## config.mk

```make
export PLATFORM = sky130hd
export DESIGN_NAME = eagu
export DESIGN_NICKNAME = d
export VERILOG_FILES = /design/src/rtl/eagu_pkg.sv /design/src/rtl/eagu_step.sv /design/src/rtl/eagu_index.sv /design/src/rtl/eagu_calc.sv /design/src/rtl/eagu.sv
export SDC_FILE = /design/constraint.sdc
export NUM_CORES = 1
export LEC_CHECK = 0
export ABC_CLOCK_PERIOD_IN_PS = 8500
export BUFFER_PORTS_ARGS = -buffer_cell sky130_fd_sc_hd__buf_4
export CORE_AREA = 2 2 265 267
export DETAILED_ROUTE_END_ITERATION = 6
export DIE_AREA = 0 0 267 269
export SYNTH_ARGS = -nofsm -noshare
export SYNTH_HDL_FRONTEND = slang
export SYNTH_SLANG_ARGS = --single-unit
export TNS_END_PERCENT = 100
```

## constraint.sdc

```tcl
create_clock -name clk -period 8.5 [get_ports clk]
set_input_delay 0 -clock clk [delete_from_list [all_inputs] [get_ports clk]]
set_output_delay 0 -clock clk [all_outputs]
set_load 0.005 [all_outputs]
```

## src/rtl/eagu_pkg.sv

```systemverilog
package eagu_pkg;

    localparam logic [3:0] MD_DREG    = 4'd0;
    localparam logic [3:0] MD_AREG    = 4'd1;
    localparam logic [3:0] MD_IND     = 4'd2;
    localparam logic [3:0] MD_POSTINC = 4'd3;
    localparam logic [3:0] MD_PREDEC  = 4'd4;
    localparam logic [3:0] MD_DISP    = 4'd5;
    localparam logic [3:0] MD_INDEX   = 4'd6;
    localparam logic [3:0] MD_ABSW    = 4'd7;
    localparam logic [3:0] MD_ABSL    = 4'd8;
    localparam logic [3:0] MD_PCDISP  = 4'd9;
    localparam logic [3:0] MD_PCINDEX = 4'd10;
    localparam logic [3:0] MD_IMM     = 4'd11;
    localparam logic [3:0] MD_QUICK   = 4'd12;

    localparam logic [1:0] SZ_BYTE = 2'd0;
    localparam logic [1:0] SZ_WORD = 2'd1;
    localparam logic [1:0] SZ_LONG = 2'd2;
    localparam logic [1:0] SZ_BAD  = 2'd3;

    typedef enum logic {ST_IDLE, ST_FETCH} st_e;

    function automatic logic mode_bad(input logic [3:0] m, input logic [1:0] sz);
        return (m > MD_QUICK) || (sz == SZ_BAD);
    endfunction

    // Extension words a mode pulls from the instruction stream.
    function automatic logic [1:0] ext_words(input logic [3:0] m, input logic [1:0] sz);
        logic [1:0] n;
        n = 2'd0;
        if (!mode_bad(m, sz)) begin
            case (m)
                MD_DISP, MD_INDEX, MD_ABSW, MD_PCDISP, MD_PCINDEX: n = 2'd1;
                MD_ABSL: n = 2'd2;
                MD_IMM:  n = (sz == SZ_LONG) ? 2'd2 : 2'd1;
                default: n = 2'd0;
            endcase
        end
        return n;
    endfunction

endpackage

```

## src/rtl/eagu_step.sv

```systemverilog
module eagu_step #(
    parameter int AW           = 32,
    parameter int NREG         = 8,
    parameter int SP_REG       = 7,
    parameter int SP_BYTE_STEP = 2,
    localparam int RW          = $clog2(NREG)
) (
    input  logic [RW-1:0] rsel,
    input  logic [1:0]    size,
    output logic [AW-1:0] step
);
    import eagu_pkg::*;

    logic [3:0] byte_step [NREG];

    generate
        for (genvar g = 0; g < NREG; g++) begin : g_tab
            if (g == SP_REG) begin : g_sp
                assign byte_step[g] = 4'(SP_BYTE_STEP);
            end else begin : g_gp
                assign byte_step[g] = 4'd1;
            end
        end
    endgenerate

    always_comb begin
        case (size)
            SZ_BYTE: step = AW'(byte_step[rsel]);
            SZ_WORD: step = AW'(2);
            default: step = AW'(4);
        endcase
    end
endmodule

```

## src/rtl/eagu_index.sv

```systemverilog
module eagu_index #(
    parameter int AW   = 32,
    parameter int NREG = 8
) (
    input  logic             use_areg,
    input  logic [2:0]       inum,
    input  logic             full_width,
    input  logic [7:0]       disp8,
    input  logic [NREG*AW-1:0] dregs,
    input  logic [NREG*AW-1:0] aregs,
    output logic [AW-1:0]    offset
);
    logic [AW-1:0] raw;
    logic [AW-1:0] sized;

    always_comb begin
        raw    = use_areg ? aregs[int'(inum)*AW +: AW] : dregs[int'(inum)*AW +: AW];
        sized  = full_width ? raw : {{(AW-16){raw[15]}}, raw[15:0]};
        offset = sized + {{(AW-8){disp8[7]}}, disp8};
    end
endmodule

```

## src/rtl/eagu_calc.sv

```systemverilog
module eagu_calc #(
    parameter int AW           = 32,
    parameter int NREG         = 8,
    parameter int SP_REG       = 7,
    parameter int SP_BYTE_STEP = 2,
    localparam int RW          = $clog2(NREG)
) (
    input  logic [3:0]         mode,
    input  logic [RW-1:0]      rsel,
    input  logic [1:0]         size,
    input  logic [AW-1:0]      pc,
    input  logic [AW-1:0]      quick,
    input  logic [15:0]        w0,
    input  logic [15:0]        w1,
    input  logic [NREG*AW-1:0] dregs,
    input  logic [NREG*AW-1:0] aregs,
    output logic [AW-1:0]      value,
    output logic               fetch,
    output logic               bad,
    output logic               wb,
    output logic [AW-1:0]      wb_value
);
    import eagu_pkg::*;

    logic [AW-1:0] step;
    logic [AW-1:0] idx_off;
    logic [AW-1:0] base;
    logic [AW-1:0] dval;
    logic [AW-1:0] sx_w0;

    eagu_step #(.AW(AW), .NREG(NREG), .SP_REG(SP_REG), .SP_BYTE_STEP(SP_BYTE_STEP)) u_step (
        .rsel (rsel),
        .size (size),
        .step (step)
    );

    eagu_index #(.AW(AW), .NREG(NREG)) u_index (
        .use_areg   (w0[15]),
        .inum       (w0[14:12]),
        .full_width (w0[11]),
        .disp8      (w0[7:0]),
        .dregs      (dregs),
        .aregs      (aregs),
        .offset     (idx_off)
    );

    always_comb begin
        base     = aregs[int'(rsel)*AW +: AW];
        dval     = dregs[int'(rsel)*AW +: AW];
        sx_w0    = {{(AW-16){w0[15]}}, w0};
        value    = '0;
        fetch    = 1'b1;
        wb       = 1'b0;
        wb_value = '0;
        bad      = mode_bad(mode, size);
        case (mode)
            MD_DREG:    begin value = dval;  fetch = 1'b0; end
            MD_AREG:    begin value = base;  fetch = 1'b0; end
            MD_QUICK:   begin value = quick; fetch = 1'b0; end
            MD_IND:     value = base;
            MD_POSTINC: begin
                value    = base;
                wb       = 1'b1;
                wb_value = base + step;
            end
            MD_PREDEC:  begin
                value    = base - step;
                wb       = 1'b1;
                wb_value = base - step;
            end
            MD_DISP:    value = base + sx_w0;
            MD_INDEX:   value = base + idx_off;
            MD_ABSW:    value = sx_w0;
            MD_ABSL:    value = AW'({w0, w1});
            MD_PCDISP:  value = pc + sx_w0;
            MD_PCINDEX: value = pc + idx_off;
            MD_IMM:     begin
                fetch = 1'b0;
                case (size)
                    SZ_BYTE: value = AW'(w0[7:0]);
                    SZ_WORD: value = AW'(w0);
                    default: value = AW'({w0, w1});
                endcase
            end
            default:    value = '0;
        endcase
        if (bad) begin
            value    = '0;
            fetch    = 1'b0;
            wb       = 1'b0;
            wb_value = '0;
        end
    end
endmodule

```

## src/rtl/eagu.sv

```systemverilog
module eagu #(
    parameter int AW           = 32,
    parameter int NREG         = 8,
    parameter int SP_REG       = 7,
    parameter int SP_BYTE_STEP = 2,
    localparam int RW          = $clog2(NREG)
) (
    input  logic                 clk,
    input  logic                 rst_n,
    input  logic                 start,
    input  logic [3:0]           mode,
    input  logic [RW-1:0]        reg_sel,
    input  logic [1:0]           size,
    input  logic [AW-1:0]        pc_in,
    input  logic [AW-1:0]        quick_in,
    input  logic [NREG*AW-1:0]   dregs,
    input  logic [NREG*AW-1:0]   aregs,
    output logic                 ext_req,
    input  logic                 ext_valid,
    input  logic [15:0]          ext_word,
    output logic                 done,
    output logic [AW-1:0]        ea_out,
    output logic                 needs_fetch,
    output logic                 illegal,
    output logic [2:0]           pc_step,
    output logic                 wb_en,
    output logic [RW-1:0]        wb_reg,
    output logic [AW-1:0]        wb_val
);
    import eagu_pkg::*;

    typedef struct packed {
        st_e           st;
        logic [3:0]    mode;
        logic [RW-1:0] rsel;
        logic [1:0]    size;
        logic [AW-1:0] pc;
        logic [15:0]   w0;
        logic [1:0]    need;
        logic [1:0]    cnt;
        logic          done;
        logic [AW-1:0] val;
        logic          fetch;
        logic          bad;
        logic [2:0]    step;
        logic          wb;
        logic [RW-1:0] wbr;
        logic [AW-1:0] wbv;
    } regs_t;

    regs_t q, d;

    logic [3:0]    c_mode;
    logic [RW-1:0] c_rsel;
    logic [1:0]    c_size;
    logic [AW-1:0] c_pc;
    logic [15:0]   c_w0;
    logic [AW-1:0] c_val;
    logic          c_fetch;
    logic          c_bad;
    logic          c_wb;
    logic [AW-1:0] c_wbv;
    logic [1:0]    start_need;

    always_comb begin
        if (q.st == ST_IDLE) begin
            c_mode = mode;
            c_rsel = reg_sel;
            c_size = size;
            c_pc   = pc_in;
        end else begin
            c_mode = q.mode;
            c_rsel = q.rsel;
            c_size = q.size;
            c_pc   = q.pc;
        end
        c_w0 = (q.st == ST_FETCH && q.cnt != 2'd0) ? q.w0 : ext_word;
    end

    eagu_calc #(.AW(AW), .NREG(NREG), .SP_REG(SP_REG), .SP_BYTE_STEP(SP_BYTE_STEP)) u_calc (
        .mode     (c_mode),
        .rsel     (c_rsel),
        .size     (c_size),
        .pc       (c_pc),
        .quick    (quick_in),
        .w0       (c_w0),
        .w1       (ext_word),
        .dregs    (dregs),
        .aregs    (aregs),
        .value    (c_val),
        .fetch    (c_fetch),
        .bad      (c_bad),
        .wb       (c_wb),
        .wb_value (c_wbv)
    );

    assign start_need = ext_words(mode, size);

    always_comb begin
        d      = q;
        d.done = 1'b0;
        d.wb   = 1'b0;
        case (q.st)
            ST_IDLE: begin
                if (start) begin
                    d.mode = mode;
                    d.rsel = reg_sel;
                    d.size = size;
                    d.pc   = pc_in;
                    d.need = start_need;
                    d.cnt  = 2'd0;
                    if (start_need == 2'd0) begin
                        d.done  = 1'b1;
                        d.val   = c_val;
                        d.fetch = c_fetch;
                        d.bad   = c_bad;
                        d.step  = 3'd0;
                        d.wb    = c_wb;
                        d.wbr   = reg_sel;
                        d.wbv   = c_wbv;
                    end else begin
                        d.st = ST_FETCH;
                    end
                end
            end
            default: begin
                if (ext_valid) begin
                    if (q.cnt == 2'd0) d.w0 = ext_word;
                    d.cnt = q.cnt + 2'd1;
                    if (q.cnt + 2'd1 == q.need) begin
                        d.st    = ST_IDLE;
                        d.done  = 1'b1;
                        d.val   = c_val;
                        d.fetch = c_fetch;
                        d.bad   = c_bad;
                        d.step  = {q.need, 1'b0};
                        d.wb    = c_wb;
                        d.wbr   = q.rsel;
                        d.wbv   = c_wbv;
                    end
                end
            end
        endcase
    end

    always_ff @(posedge clk) begin
        if (!rst_n) q <= '0;
        else        q <= d;
    end

    assign ext_req     = (q.st == ST_FETCH);
    assign done        = q.done;
    assign ea_out      = q.val;
    assign needs_fetch = q.fetch;
    assign illegal     = q.bad;
    assign pc_step     = q.step;
    assign wb_en       = q.wb;
    assign wb_reg      = q.wbr;
    assign wb_val      = q.wbv;
endmodule

```

==> results of run 1 <==
[cell usage in the layout (no fill, tap or decap), types with 9 or more instances in the layout]
cell type      instances
a221oi_1              25
a21boi_0              81
and2_1                14
a22o_1                32
dfxtp_1              133
and3_1                23
a211oi_1              43
inv_1                 70
a21o_1                40
nand3_1               84
o21ai_0              181
o22ai_1               18
mux2i_1               62
o21a_1                18
a31oi_1               32
nand2b_1              16
clkbuf_16             17
a21oi_1              238
a32oi_1               21
a22oi_1               38
a222oi_1              11
o21ai_1               16
or3_1                 14
o221ai_1              26
nand4_1               28
a2111oi_0              9
mux2_2                39
nor3_1                38
dlygate4sd3_1         61
xor2_1                23
nand2_1              596
mux4_2               194
buf_4                758
nor2_1               137
diode_2               34
xnor2_1               92
nor2b_1               54
a31o_2                19
ha_1                 104
o211ai_1              13
[cell type report]
| cell class | instances | area (sq um) | share of cell area (%) |
|---|---|---|---|
| Antenna cell | 34 | 85.1 | 0.282 |
| Clock buffer | 17 | 425 | 1.41 |
| Clock inverter | 15 | 159 | 0.526 |
| Inverter | 72 | 270 | 0.895 |
| Multi-Input combinational cell | 2521 | 19000 | 63.0 |
| Sequential cell | 135 | 2710 | 8.97 |
| Tap cell | 940 | 1180 | 3.90 |
| Timing Repair Buffer | 821 | 6350 | 21.0 |
[synth_stat cells, types with 23 or more instances]
cell type and number:
xor2_1 23, a22oi_1 38, mux2_2 42, and3_1 23
mux2i_1 67, o21ai_0 183, nor2_1 141, buf_4 83
a21oi_1 238, xnor2_1 92, buf_2 49, a31oi_1 32
a21boi_0 81, ha_1 104, nor3_1 38, nor2b_1 55
mux4_2 194, nand3_1 84, nand2_1 596, a21o_1 40
a221oi_1 25, a22o_1 32, a211oi_1 43, nand4_1 28
o221ai_1 26, clkbuf_1 139, inv_1 70, dfxtp_1 135
[report_power, final]
group          internal (mW)  switching, mW
logic                   1.02           1.45
registers              0.667         0.0276
clock network          0.415          0.352
total                   2.10           1.82
[what timing repair did]
action,in CTS,in global routing
gates resized for setup,0,5
endpoints found under the hold margin,63,0
endpoints found under the setup margin,0,6
setup buffers,0,0
hold buffers,61,0
[path summary, 6_finish.rpt]
path                                  from         end  slack, ns  depth (start not counted)
worst max-delay path                 q[74]  ea_out[31]       0.57                         32
worst min-delay path                 rst_n   ea_out[2]       0.06                          2
worst max register to register       q[74]  ea_out[31]       0.57                         32
worst min register to register  ea_out[18]  ea_out[18]       0.45                          2
[worst max-delay path, delay by kind of cell (launching register included)]
kind            cells  cell delay (ns)
mux                 2             0.85
fa+ha+maj           3             0.94
simple gates        6             0.99
buf+inv             2             0.46
xor+xnor            3             0.53
flops               1             0.39
compound gates     16             3.67
[per-layer routing]
metal	vias to the layer above	global-route usage [%]
met5	-	1.01
met2	2154	55.1
li1	12400	-
met3	390	9.44
met1	13600	47.7
met4	18	20.0
[logic make-up (layout without fill, tap and decap cells)]
family / after synthesis / count (layout) / share of synthesized area (%)
compound gates: 934 / 934 / 26.5
xor+xnor: 115 / 115 / 4.31
fa+ha+maj: 109 / 109 / 5.99
buf+inv: 369 / 925 / 7.81
flops: 135 / 135 / 11.6
mux: 305 / 307 / 23.7
other cells: 1 / 35 / 0.0160
simple gates: 1055 / 1055 / 20.1
==> results.md, run 1 <==
- Core Footprint: 69300 sq um
- Post-synth EDFFs: 0
- Worst EP required: 8.88 ns
- Post-route ant nets: 0
- Initial antenna violation count: 43
- Yosys top cell area share: 18.7%
- Clk Latency, worst-skew pair: 0.46 ns
- Largest net degree at the start of global routing: 89
- Non-Filler Instances: 4555
- Synth Flop Type: dfxtp_1
- Worst Tran Pin Value: 1.08 ns
- Dpl hpwl: 109 mm
- Initial Util: 33.7%
- Global route overflow: 0
- Clk root buf: clkbuf_16
- Worst hold path class: input pin to flip-flop
- Crit-path most repeated cell: o21ai_0
- Post-synthesis sequential area ratio: 11.6%
- DRT Pass-1 Iters: 6
- Clk slew on worst S/H paths: 0.06 ns
- Syn Inst Count: 3023
- Crit-path max FO: 16
- Yosys warns: 0
- Max_slew headroom: 25.8%
- Final worst slack: 0.567 ns
- First-pass GRT wire length: 191 mm
- CTS sink cnt: 135
- GRT Util Overall: 36.6%
- CP Capture Type: flip-flop
- GPL Wtd Cong: 1.04
- Post-synth ARST share: 0%
- Ports: 680
- Syn_area_per_cell: 7.73 sq um
- Synth top area cells: mux4_2 (19%), dfxtp_1 (12%), nand2_1 (9.6%)
- Fraction of layout cells with a size suffix above 1: 30.7%
- Die area: 71800 sq um
- Setup repair after global routing missed its margin: false
- Biggest register: q
- Setup violators final: 0
- Cell Area, Synth: 23400 sq um
- DRC: 0
- Cell Rows: 97
- Max reg flops: 61
- Startpoint Class: flip-flop
- Critical Path AT: 8.32 ns
- Die height: 269 microns
- 1st-iter DRT viols: 4512
- CTS tree: done
- Routed WL: 137 mm
- Library cells used by synthesis: 93
- Area of placed instances: 28900 sq um
- Met3 WL post-DR: 16.6 mm
- Critical path's largest stage delay: 0.61 ns
- Port bufs: 678
- Pre-CTS setup slack: 0.484 ns
- WS Path Type: flip-flop to flip-flop
- Top Layer Used: met5
- Yosys reg bits: 135
- WHS: 0.0570 ns
- H-tree depth: 4
- Setup TNS: 0 ns
- Area growth, synth to finish: 29.1%
- Maxcap violations: 0
- Period utilisation layout: 93.3%
- Final Max Tran Viols: 0
- Slowest CP cell: o21ai_0
- Outcome: completed
- Vias in the first global route: 26600
- P_leak: 12.5 nW
- DR WL/cell: 30.0 microns
- Fill count: 7120
- Post-route met1 wirelength: 52.8 mm
- Met2 WL: 59.2 mm
- Nets: 4282
- Peak Freq: 126 MHz
- Worst VDD drop: 0.128 mV
- Design Area, Final: 30200 sq um
- Fin. Hold Viols: 0
- Synth area leader: mux4_2
- Post-layout min period: 7.93 ns
- Final core utilization: 43.6%
- DP Cell Count: 4426
- Clock tree buffer depth: 2
- Vias post-DR: 28600
- Final Skew: 0.0200 ns
- Inserted Clock Buffers: 17
- Total Power: 3.92 mW
- Power density cells: 130 nW/um^2
- Chip width: 267 microns
- Via/cell ratio: 6.27
- Mapped Nets: 3737
Note: power is estimated with default switching activity, not from simulation.
==> run 2: changes to the inputs <==
--- a/config.mk
+++ b/config.mk
@@ -10,6 +10,8 @@
 export CORE_AREA = 2 2 265 267
 export DETAILED_ROUTE_END_ITERATION = 6
 export DIE_AREA = 0 0 267 269
+export GPL_ROUTABILITY_DRIVEN = 0
+export RECOVER_POWER = 25
 export SYNTH_ARGS = -nofsm -noshare
 export SYNTH_HDL_FRONTEND = slang
 export SYNTH_SLANG_ARGS = --single-unit
==> run 2 against run 1 <==
  * The flow now finishes with violations (DRC)
  * Maximum frequency rose by 0.26%
  * Die area unchanged
  * Register-to-register slack improved by 0.02 ns
  * Critical path depth is 3 higher
  * Setup slack better by 0.021 ns
  * Final cell count barely moved
  * Core utilization down 0.13 points
  * Non-clock buffer count is 3 lower
==> results.md, run 2 (same netlist as run 1, synthesis figures left out) <==
- Outcome: finished with violations (was completed)
- Failing checks: DRC
- Max_slew headroom: 14.6% (was 25.8%)
- Worst Tran Pin Value: 1.27 ns (was 1.08 ns)
- Most frequent cells in the layout: buf_4 (700), nand2_1 (596), a21oi_1 (238), mux4_2 (194), o21ai_0 (183) (was buf_4 (758), nand2_1 (596), a21oi_1 (238), mux4_2 (194), o21ai_0 (181))
- Switching part of the total power: 46.5% (about the same)
- Post-layout min period: 7.91 ns (was 7.93 ns)
- Reg2Reg Capture Point: ea_out[29] (was ea_out[31])
- Via/cell ratio: 6.32 (was 6.27)
- Peak Freq: 126 MHz (about the same)
- DP Cell Count: 4422 (was 4426)
- DRC: 4 (was 0)
- Core Footprint: 69300 sq um (unchanged)
- Crit-path max FO: 16 (unchanged)
- Area growth, synth to finish: 28.7% (was 29.1%)
- P_leak: 12.4 nW (was 12.5 nW)
- CTS tree: done (unchanged)
- Power density cells: 128 nW/um^2 (was 130 nW/um^2)
- Clk slew on worst S/H paths: 0.08 ns (was 0.06 ns)
- Routed WL: 135 mm (was 137 mm)
- 1st-iter DRT viols: 4154 (was 4512)
- Clk Latency, worst-skew pair: 0.46 ns (about the same)
- Period utilisation layout: 93.1% (was 93.3%)
- DRT Pass-1 Iters: 7 (was 6)
- Crit-path most repeated cell: o21ai_0 (unchanged)
- P_sw: 1.79 mW (was 1.82 mW)
- Largest net degree at the start of global routing: 79 (was 89)
- Biggest register: q (unchanged)
- Setup violators final: 0 (unchanged)
- Startpoint Class: flip-flop (unchanged)
- DR WL/cell: 29.6 microns (was 30.0 microns)
- Worst setup path endpoint: ea_out[29] (was ea_out[31])
- Fin. Hold Viols: 0 (unchanged)
- Initial Util: 33.7% (unchanged)
- Final Max Tran Viols: 0 (unchanged)
- Max reg flops: 61 (unchanged)
- Reg2Reg Depth: 35 (was 32)
- CP Capture Type: flip-flop (unchanged)
- Critical Path AT: 8.27 ns (was 8.32 ns)
- GRT Util Overall: 35.9% (was 36.6%)
- Post-route ant nets: 0 (unchanged)
- Die height: 269 microns (unchanged)
- Port bufs: 678 (unchanged)
- Reg area: 2710 sq um (unchanged)
- Setup TNS: 0 ns (unchanged)
- H-tree depth: 4 (unchanged)
- Reg power frac: 18.0% (was 17.7%)
- Vias in the first global route: 26800 (was 26600)
- Nets: 4279 (was 4282)
- Most common cell after layout, fill and taps aside: buf_4 (unchanged)
- Chip width: 267 microns (unchanged)
- Worst EP required: 8.86 ns (was 8.88 ns)
- Vias post-DR: 28800 (was 28600)
- Global route overflow: 0 (unchanged)
- Worst VDD drop: 0.127 mV (was 0.128 mV)
- Initial antenna violation count: 43 (unchanged)
- WS Path Type: flip-flop to flip-flop (unchanged)
- Setup repair after global routing missed its margin: false (unchanged)
- Final Skew: 0.0261 ns (was 0.0200 ns)
- CP startpoint: q[74] (unchanged)
- Fraction of layout cells with a size suffix above 1: 30.1% (was 30.7%)
- Logic pwr share: 63.0% (was 62.8%)
- Setup bufs post-CTS: 0 (unchanged)
- Clock network power share: 19.1% (was 19.5%)
- Clk root buf: clkbuf_16 (unchanged)
- Slowest CP cell: mux4_2 (was o21ai_0)
- Non-Filler Instances: 4559 (was 4555)
- First-pass GRT wire length: 189 mm (was 191 mm)
- Inserted Clock Buffers: 17 (unchanged)
- Cell Rows: 97 (unchanged)
- Area used by multi-input combinational logic: 19000 sq um (about the same)
- Worst hold path class: input pin to flip-flop (unchanged)
- Ports: 680 (unchanged)
- Clock tree buffer depth: 2 (unchanged)
- RR Startpoint: q[74] (unchanged)
- Dpl hpwl: 108 mm (was 109 mm)
- Reg2reg setup slack: 0.59 ns (was 0.57 ns)
- Int Power: 2.06 mW (was 2.10 mW)
- Die area: 71800 sq um (unchanged)
- Maxcap violations: 0 (unchanged)
- Fill count: 7149 (was 7120)
- Critical path's largest stage delay: 0.52 ns (was 0.61 ns)
- CTS sink cnt: 135 (unchanged)
==> run 2: cell count changes in the layout (fill, tap and decap cells not counted), moves of 2 or more <==
cell,change
buf_12,+2
buf_4,-58
clkbuf_1,+17
clkbuf_4,+34
diode_2,+7
o21ai_0,+2
o21ai_1,-2
==> run 2: stage by stage <==
step	total power, mW	util, %	hold WS (ns)	worst slack [ns]	area [sq um]
after floorplan	2.16	-	0.145	0.796	23400
after global placement	3.02	41.6	0.273	0.612	28800
after detailed placement	3.02	41.6	0.280	0.542	28800
after CTS	3.79	43.3	0.0395	0.483	30000
after global routing	4.03	43.4	0.0809	0.0127	30100
final	3.86	43.4	0.0720	0.587	30100
==> run 2: worst min path at each step <==
stage                            start          to  slack (ns)  cells after the start
final                     quick_in[29]  ea_out[29]        0.07                      6
after global routing      quick_in[29]  ea_out[29]        0.08                      6
after CTS                 quick_in[29]  ea_out[29]        0.04                      6
after detailed placement     pc_in[29]      q[123]        0.28                      3
after global placement       pc_in[23]      q[117]        0.27                      3
after floorplan              pc_in[18]      q[112]        0.14                      2
==> run 2: layout make-up <==
cell class / count / area share, %
Tap cell: 940 / 3.91
Multi-Input combinational cell: 2521 / 63.2
Clock inverter: 15 / 0.453
Timing Repair Buffer: 818 / 20.8
Clock buffer: 17 / 1.41
Inverter: 72 / 0.898
Sequential cell: 135 / 9.00
Antenna cell: 41 / 0.341
==> run 2: critical path: cells and delay by family, from the launching register on <==
kind,cells,cell delay (ns)
buf+inv,2,0.15
simple gates,7,0.93
mux,2,1.01
flops,1,0.37
xor+xnor,2,0.32
fa+ha+maj,4,1.08
compound gates,18,3.93
==> run 2: layer usage <==
layer	share of wire (%)	GRT usage [%]	wire, microns
met3	12	9.85	16800
met5	0.11	1.55	149
met2	43	53.9	57600
met1	38	46.1	51400
met4	6.5	20.8	8800
==> run 2: repair_timing <==
item,4_1_cts,5_1_grt
endpoints found under the setup margin,0,4
gates resized for setup,0,2
hold buffers,62,0
hold endpoints to repair,65,0
==> run 2: power by group through the flow <==
stage	clock, mW	sequential [mW]	combinational (mW)
finish	0.735	0.693	2.43
global route	0.767	0.696	2.57
CTS	0.745	0.692	2.35
detailed placement	0	0.706	2.31
global placement	0	0.706	2.31
floorplan	0	0.695	1.47
